## src/rtl/gpio_port_pkg.sv

```systemverilog
package gpio_port_pkg;
    localparam int ADDR_W = 2;
    localparam logic [ADDR_W-1:0] A_DATA = 2'd0;
    localparam logic [ADDR_W-1:0] A_DIR  = 2'd1;
    localparam logic [ADDR_W-1:0] A_OPT  = 2'd2;
    localparam logic [ADDR_W-1:0] A_CTRL = 2'd3;
    localparam int CTRL_PEND_BIT = 2;

    typedef enum logic [1:0] {
        SENS_LOW  = 2'b00,
        SENS_RISE = 2'b01,
        SENS_FALL = 2'b10,
        SENS_BOTH = 2'b11
    } sens_e;
endpackage

```

## src/rtl/gpio_sync.sv

```systemverilog
module gpio_sync #(
    parameter int WIDTH  = 8,
    parameter int STAGES = 2
) (
    input  logic             clk_i,
    input  logic             rst_ni,
    input  logic [WIDTH-1:0] d_i,
    output logic [WIDTH-1:0] q_o
);
    typedef struct packed {
        logic [STAGES-1:0][WIDTH-1:0] st;
    } sync_t;

    sync_t s_d, s_q;

    always_comb begin
        s_d = s_q;
        s_d.st[0] = d_i;
        for (int i = 1; i < STAGES; i++) begin
            s_d.st[i] = s_q.st[i-1];
        end
    end

    always_ff @(posedge clk_i or negedge rst_ni) begin
        if (!rst_ni) s_q <= '0;
        else         s_q <= s_d;
    end

    assign q_o = s_q.st[STAGES-1];
endmodule

```

## src/rtl/gpio_irq_group.sv

```systemverilog
module gpio_irq_group
    import gpio_port_pkg::*;
#(
    parameter int WIDTH = 8
) (
    input  logic             clk_i,
    input  logic             rst_ni,
    input  logic [WIDTH-1:0] pin_s_i,
    input  logic [WIDTH-1:0] en_i,
    input  logic [1:0]       sens_i,
    input  logic             clr_i,
    output logic             line_o,
    output logic             pending_o,
    output logic             irq_o
);
    typedef struct packed {
        logic line_prev;
        logic pending;
    } grp_t;

    grp_t g_d, g_q;
    logic rise, fall, hit;

    always_comb begin
        // disabled pins read as high so they never pull the line
        line_o = &(pin_s_i | ~en_i);
        rise   = line_o & ~g_q.line_prev;
        fall   = ~line_o & g_q.line_prev;
        unique case (sens_e'(sens_i))
            SENS_RISE: hit = rise;
            SENS_FALL: hit = fall;
            SENS_BOTH: hit = rise | fall;
            default:   hit = 1'b0;
        endcase
        g_d = g_q;
        g_d.line_prev = line_o;
        if (hit)        g_d.pending = 1'b1;
        else if (clr_i) g_d.pending = 1'b0;
    end

    always_ff @(posedge clk_i or negedge rst_ni) begin
        if (!rst_ni) g_q <= '{line_prev: 1'b1, pending: 1'b0};
        else         g_q <= g_d;
    end

    assign pending_o = g_q.pending;
    assign irq_o     = (sens_e'(sens_i) == SENS_LOW) ? ~line_o : g_q.pending;


    rise_pend_chk: assert property (@(posedge clk_i) disable iff (!rst_ni)
        (sens_i == 2'b01) && $rose(line_o) |=> pending_o);


    clr_empty_chk: assert property (@(posedge clk_i) disable iff (!rst_ni)
        clr_i && $stable(line_o) |=> !pending_o);


    edge_quiet_chk: assert property (@(posedge clk_i) disable iff (!rst_ni)
        (sens_i != 2'b00) && !pending_o |-> !irq_o);
endmodule

```

## src/rtl/gpio_irq_port.sv

```systemverilog
module gpio_irq_port
    import gpio_port_pkg::*;
#(
    parameter int WIDTH       = 8,
    parameter int SYNC_STAGES = 2
) (
    input  logic              clk_i,
    input  logic              rst_ni,
    input  logic [1:0]        bus_addr_i,
    input  logic              bus_we_i,
    input  logic [WIDTH-1:0]  bus_wdata_i,
    output logic [WIDTH-1:0]  bus_rdata_o,
    input  logic [WIDTH-1:0]  pad_in_i,
    output logic [WIDTH-1:0]  pad_out_o,
    output logic [WIDTH-1:0]  pad_oe_o,
    output logic              irq_o
);
    typedef struct packed {
        logic [WIDTH-1:0] data;
        logic [WIDTH-1:0] dir;
        logic [WIDTH-1:0] opt;
        logic [1:0]       sens;
    } port_t;

    port_t r_d, r_q;
    logic [WIDTH-1:0] pin_s;
    logic             clr, line, pending;

    gpio_sync #(.WIDTH(WIDTH), .STAGES(SYNC_STAGES)) u_sync (
        .clk_i  (clk_i),
        .rst_ni (rst_ni),
        .d_i    (pad_in_i),
        .q_o    (pin_s)
    );

    gpio_irq_group #(.WIDTH(WIDTH)) u_grp (
        .clk_i     (clk_i),
        .rst_ni    (rst_ni),
        .pin_s_i   (pin_s),
        .en_i      (r_q.opt & ~r_q.dir),
        .sens_i    (r_q.sens),
        .clr_i     (clr),
        .line_o    (line),
        .pending_o (pending),
        .irq_o     (irq_o)
    );

    always_comb begin
        r_d = r_q;
        clr = 1'b0;
        if (bus_we_i) begin
            unique case (bus_addr_i)
                A_DATA: r_d.data = bus_wdata_i;
                A_DIR:  r_d.dir  = bus_wdata_i;
                A_OPT:  r_d.opt  = bus_wdata_i;
                default: begin
                    r_d.sens = bus_wdata_i[1:0];
                    clr      = bus_wdata_i[CTRL_PEND_BIT];
                end
            endcase
        end
    end

    always_ff @(posedge clk_i or negedge rst_ni) begin
        if (!rst_ni) r_q <= '0;
        else         r_q <= r_d;
    end

    always_comb begin
        bus_rdata_o = '0;
        unique case (bus_addr_i)
            A_DATA: bus_rdata_o = (r_q.dir & r_q.data) | (~r_q.dir & pin_s);
            A_DIR:  bus_rdata_o = r_q.dir;
            A_OPT:  bus_rdata_o = r_q.opt;
            default: begin
                bus_rdata_o[1:0]           = r_q.sens;
                bus_rdata_o[CTRL_PEND_BIT] = pending;
            end
        endcase
    end

    assign pad_out_o = r_q.data;
    assign pad_oe_o  = r_q.dir;


    dir_wr_chk: assert property (@(posedge clk_i) disable iff (!rst_ni)
        bus_we_i && (bus_addr_i == A_DIR) |=> pad_oe_o == $past(bus_wdata_i));


    data_wr_chk: assert property (@(posedge clk_i) disable iff (!rst_ni)
        bus_we_i && (bus_addr_i == A_DATA)
        |=> $stable(pad_oe_o) && (pad_out_o == $past(bus_wdata_i)));


    level_line_chk: assert property (@(posedge clk_i) disable iff (!rst_ni)
        (r_q.sens == 2'b00) && line |-> !irq_o);
endmodule

```

## config.mk

```make
export PLATFORM = sky130hd
export DESIGN_NAME = gpio_irq_port
export DESIGN_NICKNAME = d
export VERILOG_FILES = /design/src/rtl/gpio_port_pkg.sv /design/src/rtl/gpio_sync.sv /design/src/rtl/gpio_irq_group.sv /design/src/rtl/gpio_irq_port.sv
export SDC_FILE = /design/constraint.sdc
export NUM_CORES = 1
export LEC_CHECK = 0
export CORE_AREA = 10 10 75 77
export DETAILED_ROUTE_END_ITERATION = 16
export DIE_AREA = 0 0 85 87
export PLACE_DENSITY = 0.77
export SYNTH_ARGS = -nofsm -noshare
export SYNTH_HDL_FRONTEND = slang
export SYNTH_SLANG_ARGS = --single-unit
```

## constraint.sdc

```tcl
create_clock -name clk_i -period 2.35 [get_ports clk_i]
set_input_delay 0.47 -clock clk_i [delete_from_list [all_inputs] [get_ports clk_i]]
set_output_delay 0.47 -clock clk_i [all_outputs]
set_load 0.05 [all_outputs]
```

==> results of run 1 <==
-- synth_stat cells, types with 2 or more instances --
master | number | area [um^2]
mux2i_1 | 4 | 40.04
a21oi_1 | 3 | 15.01
o311a_1 | 3 | 30.03
nand3_1 | 2 | 10.01
buf_4 | 17 | 127.6
dfrtp_1 | 43 | 1076
o211ai_1 | 4 | 30.03
nor2_1 | 14 | 52.55
mux2_2 | 26 | 292.8
o21ai_0 | 9 | 45.04
ha_1 | 2 | 25.02
inv_1 | 6 | 22.52
buf_2 | 3 | 15.01
a22oi_1 | 6 | 45.04
-- path summary, 6_finish.rpt --
check	to	slack, ns
max	bus_rdata_o[0]	0.06
max reg2reg	u_grp.pending_o	0.40
max in group asynchronous	u_grp.g_q[1]	1.51
min in group clk_i	u_sync.q_o[7]	0.35
min reg2reg	u_sync.q_o[7]	0.35
min	pad_oe_o[7]	0.13
-- through the flow --
step / setup slack (ns) / setup TNS (ns) / total power (uW) / cells
2_1_floorplan: 0.06185 / 0 / 1588 / 158
3_3_place_gp: -0.01684 / -0.01684 / 1827 / 241
3_5_place_dp: -0.04054 / -0.04054 / 1858 / 241
4_1_cts: 0.02768 / 0 / 2308 / 249
5_1_grt: -0.003626 / -0.003626 / 2410 / 249
6_report: 0.05947 / 0 / 2293 / 249
-- kinds of logic (layout without fill, tap and decap cells) --
family	count (synthesis)	after routing	synth area share, %
compound gates	30	30	10.58
buf+inv	28	67	8.739
fa+ha+maj	2	2	1.266
mux	30	30	16.85
simple gates	24	24	6.777
flops	44	44	55.79
-- per-layer routing --
layer  share of wire (%)  wire, um
met5                   0         0
met4                 2.6       117
met3                 5.4       243
met2                  56      2524
met1                  36      1645
-- sequential cells by signal (all words and copies together), names as in the netlist --
| name | count |
|---|---|
| r_q | 10 |
| pad_oe_o | 8 |
| pad_out_o | 8 |
| u_sync.q_o | 8 |
| u_sync.s_d | 8 |
| u_grp.g_q | 1 |
| u_grp.pending_o | 1 |
-- worst register-to-register path, stage by stage (launching register included) --
cell	delay, ns
dfrtp_1	0.40
nor2_1	0.08
a22o_1	0.24
a211oi_2	0.26
nand3_1	0.12
ha_1	0.31
mux2i_1	0.07
a221o_1	0.35
-- power groups by stage --
stage                     clock network [uW]  registers (uW)  logic, uW
after global placement                     0             978        849
after detailed placement                   0             989        869
final                                    440             977        876
after CTS                                456             975        877
after global routing                     486             993        932
after floorplan                            0             958        630
-- cell usage in the layout (no fill, tap or decap), types with 3 or more instances in the layout --
master / n
buf_12: 5
o311a_1: 3
mux2i_1: 4
mux2_2: 26
dfrtp_1: 43
o211ai_1: 4
buf_4: 11
a22oi_1: 6
clkdlybuf4s50_1: 35
a21oi_2: 3
o21ai_0: 4
inv_1: 6
clkbuf_8: 5
o21ai_1: 5
nor2_1: 14
-- repair_timing --
item | in CTS | in global routing
hold buffers | 0 | 0
cloned | 0 | 0
endpoints found under the setup margin | 1 | 2
buffers inserted | 0 | 0
pin swaps | 0 | 0
gates resized for setup | 1 | 2
-- layout make-up --
cell class              count  area [um^2]
fillers                   347         1703
flip-flops and latches     44         1102
multi-input cells          86        716.9
repair buffers             52        538.0
clock buffers               7        76.32
well taps                  52        65.06
inverters                   7        27.53
clock inverters             1        5.005
==> impl_metrics.env, run 1 <==
export IMPL_reg2reg_from="pad_oe_o[1]"
export IMPL_port_buffer_count=45
export IMPL_arrival_ns=1.82
export IMPL_crit_fanout=12
export IMPL_syn_area_um2=1976
export IMPL_dieArea_um2=7395
export IMPL_power_density_nw_per_um2=906.0
export IMPL_place_area_um2=2440
export IMPL_hold_violations=0
export IMPL_layout_min_cycle_time_ns=2.291
export IMPL_use_met2_pct=23.02
export IMPL_cts_root_buf="clkbuf_8"
export IMPL_setup_viol=0
export IMPL_gp_congestion=0.8017
export IMPL_post_route_cell_area_um2=2531
export IMPL_irDropWorstVdd_v=0.0004789
export IMPL_p_seq_share_pct=42.6
export IMPL_ys_seq_elements=44
export IMPL_postRouteAntennaNets=0
export IMPL_use_met3_pct=4.307
export IMPL_viasPerCell=5.418
export IMPL_dp_hpwl_mm=3.373
export IMPL_postSynth_asyncResetShare_pct=100.0
export IMPL_cp_cell_sequence="clkdlybuf4s50_1 > buf_4 > o311a_1 > a21oi_2 > buf_12"
export IMPL_drcViolationCount=0
export IMPL_status="completed"
export IMPL_grt_max_degree=24
export IMPL_cts_tree="built"
export IMPL_die_h_um=87
export IMPL_p_leak_uw=0.001086
export IMPL_fin_skew_ns=0.008125
export IMPL_crit_required_ns=1.88
export IMPL_pwr_share_comb_pct=38.2
export IMPL_switchingPower_uw=856.6
export IMPL_internal_power_uw=1437
export IMPL_core_area_um2=4234
export IMPL_first_pass_iters=4
export IMPL_max_slew_margin_pct=65.66
export IMPL_critPathKind="in2out"
export IMPL_htree_levels=2
export IMPL_die_x_um=85
export IMPL_grt_use_met1_pct=12.76
export IMPL_numCtsBuffers=5
export IMPL_wl_per_cell_um=18.20
export IMPL_synth_edf_count=0
export IMPL_avgSynthCellArea_um2=12.50
export IMPL_utilization_pct=59.78
export IMPL_power_share_clock_pct=19.2
export IMPL_num_vias=1349
export IMPL_drive_gt1_share_pct=29.44
export IMPL_clk_latency_ns=0.29
export IMPL_antenna_found_initial=0
export IMPL_clock_path_buffers=2
export IMPL_worstMarginPinSlew_ns=0.5135
export IMPL_holdWs_ns=0.1295
export IMPL_grt_pass1_wl_mm=7.596
export IMPL_clkTransAtPathRegs_ns=0.07
export IMPL_drv_slew=0
export IMPL_cp_num_cells=5
export IMPL_clock_sinks=44
export IMPL_syn_to_final_growth_pct=28.12
export IMPL_cp_num_buf_inv=3
export IMPL_drt_iter0_markers=106
export IMPL_start_util_pct=46.66
export IMPL_path_delay_family="buffers and inverters"
export IMPL_rows=24
export IMPL_num_io_pins=46
export IMPL_grt_overflow_total=0
export IMPL_grt_most_used_layer="met2"
export IMPL_switching_share_pct=37.35
export IMPL_fmaxAchievable_mhz=436.6
export IMPL_slowest_stage="clkdlybuf4s50_1"
export IMPL_worst_r2r_path_depth=7
export IMPL_grtUsageTotal_pct=12.84
export IMPL_fin_nets=219
export IMPL_grt_pass1_vias=1540
export IMPL_synth_flop_cell="dfrtp_1"
export IMPL_drv_cap=0
export IMPL_startpoint_type="primary input"
export IMPL_diodes=0
export IMPL_period_share_pct=97.47
export IMPL_syn_nets=181
export IMPL_synthCells=158
export IMPL_endpoint_kind="output pin"
export IMPL_yosys_warnings=0
export IMPL_synth_seq_area_share_pct=55.79
export IMPL_hold_class="in2async"
export IMPL_crit_path_start="bus_addr_i[0]"
export IMPL_slowest_delay_ns=0.46
export IMPL_routed_wl_mm=4.531
export IMPL_yosysUniqueCellTypes=30
Power figures use the tool's default switching activity.
==> inputs of run 2 (changes only) <==
CORE_AREA = 10 10 79 81   (was 10 10 75 77)
DIE_AREA = 0 0 89 91   (was 0 0 85 87)
PLACE_DENSITY = 0.72   (was 0.77)
clock period = 1.89 ns   (was 2.35 ns; I/O delays follow)
==> impl_metrics.env, run 2 (synthesis gave the netlist of run 1 again) <==
export IMPL_cp_num_buf_inv=2
export IMPL_rsz0062_at_grt="true"
export IMPL_power_density_nw_per_um2=1102
export IMPL_setup_viol=1
export IMPL_violations="setup timing"
export IMPL_die_h_um=91
export IMPL_clock_path_buffers=2
export IMPL_drt_iter0_markers=67
export IMPL_cts_tree="built"
export IMPL_clkTransAtPathRegs_ns=0.07
export IMPL_dp_hpwl_mm=3.536
export IMPL_reg2reg_from="pad_oe_o[1]"
export IMPL_top_register="r_q"
export IMPL_p_leak_uw=0.001189
export IMPL_endpoint_kind="output pin"
export IMPL_cp_num_cells=6
export IMPL_nFillCells=378
export IMPL_dieArea_um2=8099
export IMPL_hold_violations=0
export IMPL_num_vias=1376
export IMPL_placed_cells=252
export IMPL_largest_reg_flops=10
export IMPL_layout_setup_ws_ns=-0.1307
export IMPL_port_buffer_count=45
export IMPL_arrival_ns=1.64
export IMPL_clock_sinks=44
export IMPL_path_delay_family="compound AO/OA/AOI/OAI gates"
export IMPL_period_share_pct=106.9
export IMPL_viasPerCell=5.212
export IMPL_reg2reg_to="u_grp.pending_o"
export IMPL_crit_fanout=2
export IMPL_fmaxAchievable_mhz=494.9
export IMPL_crit_required_ns=1.51
export IMPL_slowest_stage="dfrtp_1"
export IMPL_post_route_cell_area_um2=2688
export IMPL_antenna_found_initial=0
export IMPL_critPathKind="reg2out"
export IMPL_startpoint_type="flip-flop"
export IMPL_dp_slack_ns=-0.1966
export IMPL_slowest_delay_ns=0.37
export IMPL_drive_gt1_share_pct=46.19
export IMPL_start_util_pct=42.39
export IMPL_grt_overflow_total=0
export IMPL_max_slew_margin_pct=71.85
export IMPL_die_x_um=89
export IMPL_grt_pass1_wl_mm=7.493
export IMPL_hold_class="in2async"
export IMPL_routed_wl_mm=4.665
export IMPL_fin_nets=232
export IMPL_grtUsageTotal_pct=11.79
export IMPL_drcViolationCount=0
export IMPL_htree_levels=2
export IMPL_wl_per_cell_um=17.67
export IMPL_clk_latency_ns=0.29
export IMPL_gp_congestion=0.8378
export IMPL_worstMarginPinSlew_ns=0.4223
export IMPL_syn_to_final_growth_pct=36.04
export IMPL_cts_hold_buf=0
export IMPL_cts_root_buf="clkbuf_8"
export IMPL_rrSetupSlack_ns=0.02
export IMPL_grt_max_degree=45
export IMPL_final_cells=264
export IMPL_num_io_pins=46
export IMPL_grt_pass1_vias=1499
export IMPL_fin_skew_ns=0.006741
export IMPL_layout_commonest_cell="dfrtp_1"
export IMPL_total_power_uw=2962
export IMPL_rows=25
export IMPL_postRouteAntennaNets=0
export IMPL_layout_min_cycle_time_ns=2.021
export IMPL_drv_cap=0
export IMPL_status="finished, violations left"
export IMPL_holdWs_ns=0.05221
export IMPL_final_cell_mix="43 x dfrtp_1, 36 x buf_4, 26 x mux2_2"
export IMPL_cp_cell_sequence="nor2_2 > a22o_1 > a211oi_2 > buf_4 > a41oi_4 > buf_6"
export IMPL_numCtsBuffers=5
export IMPL_place_area_um2=2516
export IMPL_worst_r2r_path_depth=10
export IMPL_irDropWorstVdd_v=0.0005516
export IMPL_core_area_um2=4661
export IMPL_first_pass_iters=4
export IMPL_diodes=0
export IMPL_drv_slew=0
==> run 2: cell count changes in the layout (fill, tap and decap cells not counted), sizes merged <==
cell,previous run,this run
dlygate4sd2,0,1
clkdlybuf4s50,35,17
clkbuf,7,9
buf,17,45
==> run 2: timing repair <==
item | in CTS | in global routing
gates resized for setup | 5 | 9
gates cloned | 0 | 1
setup buffers | 0 | 3
pin swaps | 0 | 4
endpoints found under the setup margin | 10 | 8
==> run 2: how the worst max path moves through the flow <==
stage | from | endpoint
detailed placement | bus_addr_i[0] | bus_rdata_o[0]
global route | u_sync.q_o[1] | irq_o
CTS | u_sync.q_o[1] | irq_o
floorplan | bus_addr_i[0] | bus_rdata_o[6]
finish | pad_oe_o[1] | irq_o
global placement | bus_addr_i[0] | bus_rdata_o[0]
==> run 2: worst reg2reg max path, cell delays in order, from the launching register on <==
cell	delay, ns
dfrtp_1	0.39
nor2_2	0.12
a22o_1	0.17
a211oi_2	0.05
buf_4	0.15
buf_4	0.12
and3_4	0.18
ha_4	0.15
inv_2	0.04
mux2i_1	0.06
a221o_1	0.32
==> run 2: area by class of cell <==
type	instances	area (um^2)	area share, %
Inverter	7	26.28	0.9777
Clock buffer	7	76.32	2.840
Clock inverter	1	5.005	0.1862
Timing Repair Buffer	65	626.9	23.32
Tap cell	54	67.56	2.514
Sequential cell	44	1102	41.01
Multi-Input combinational cell	86	783.3	29.14
==> run 2: layer usage <==
layer  track usage [%]  share of wire, %  vias up
met4             3.846                 0        0
met1             13.31                40      687
met2             20.56                54       33
met3             3.396               5.3        0
li1                  -                 -      656
met5                 0                 0        -
==> run 2: stage by stage <==
step / utilization (%) / TNS (ns)
2_1_floorplan: - / -0.1296
3_3_place_gp: 53.99 / -2.142
3_5_place_dp: 53.99 / -3.267
4_1_cts: 55.97 / -0.1448
5_1_grt: 57.66 / -0.3740
6_report: 57.66 / -0.1307
==> run 2: where the power goes <==
part	leakage (uW)	switching [uW]	internal, uW
combinational	0.000632	699	508
sequential	0.000515	121	1090
clock	0.0000422	288	259
total	0.00119	1110	1850
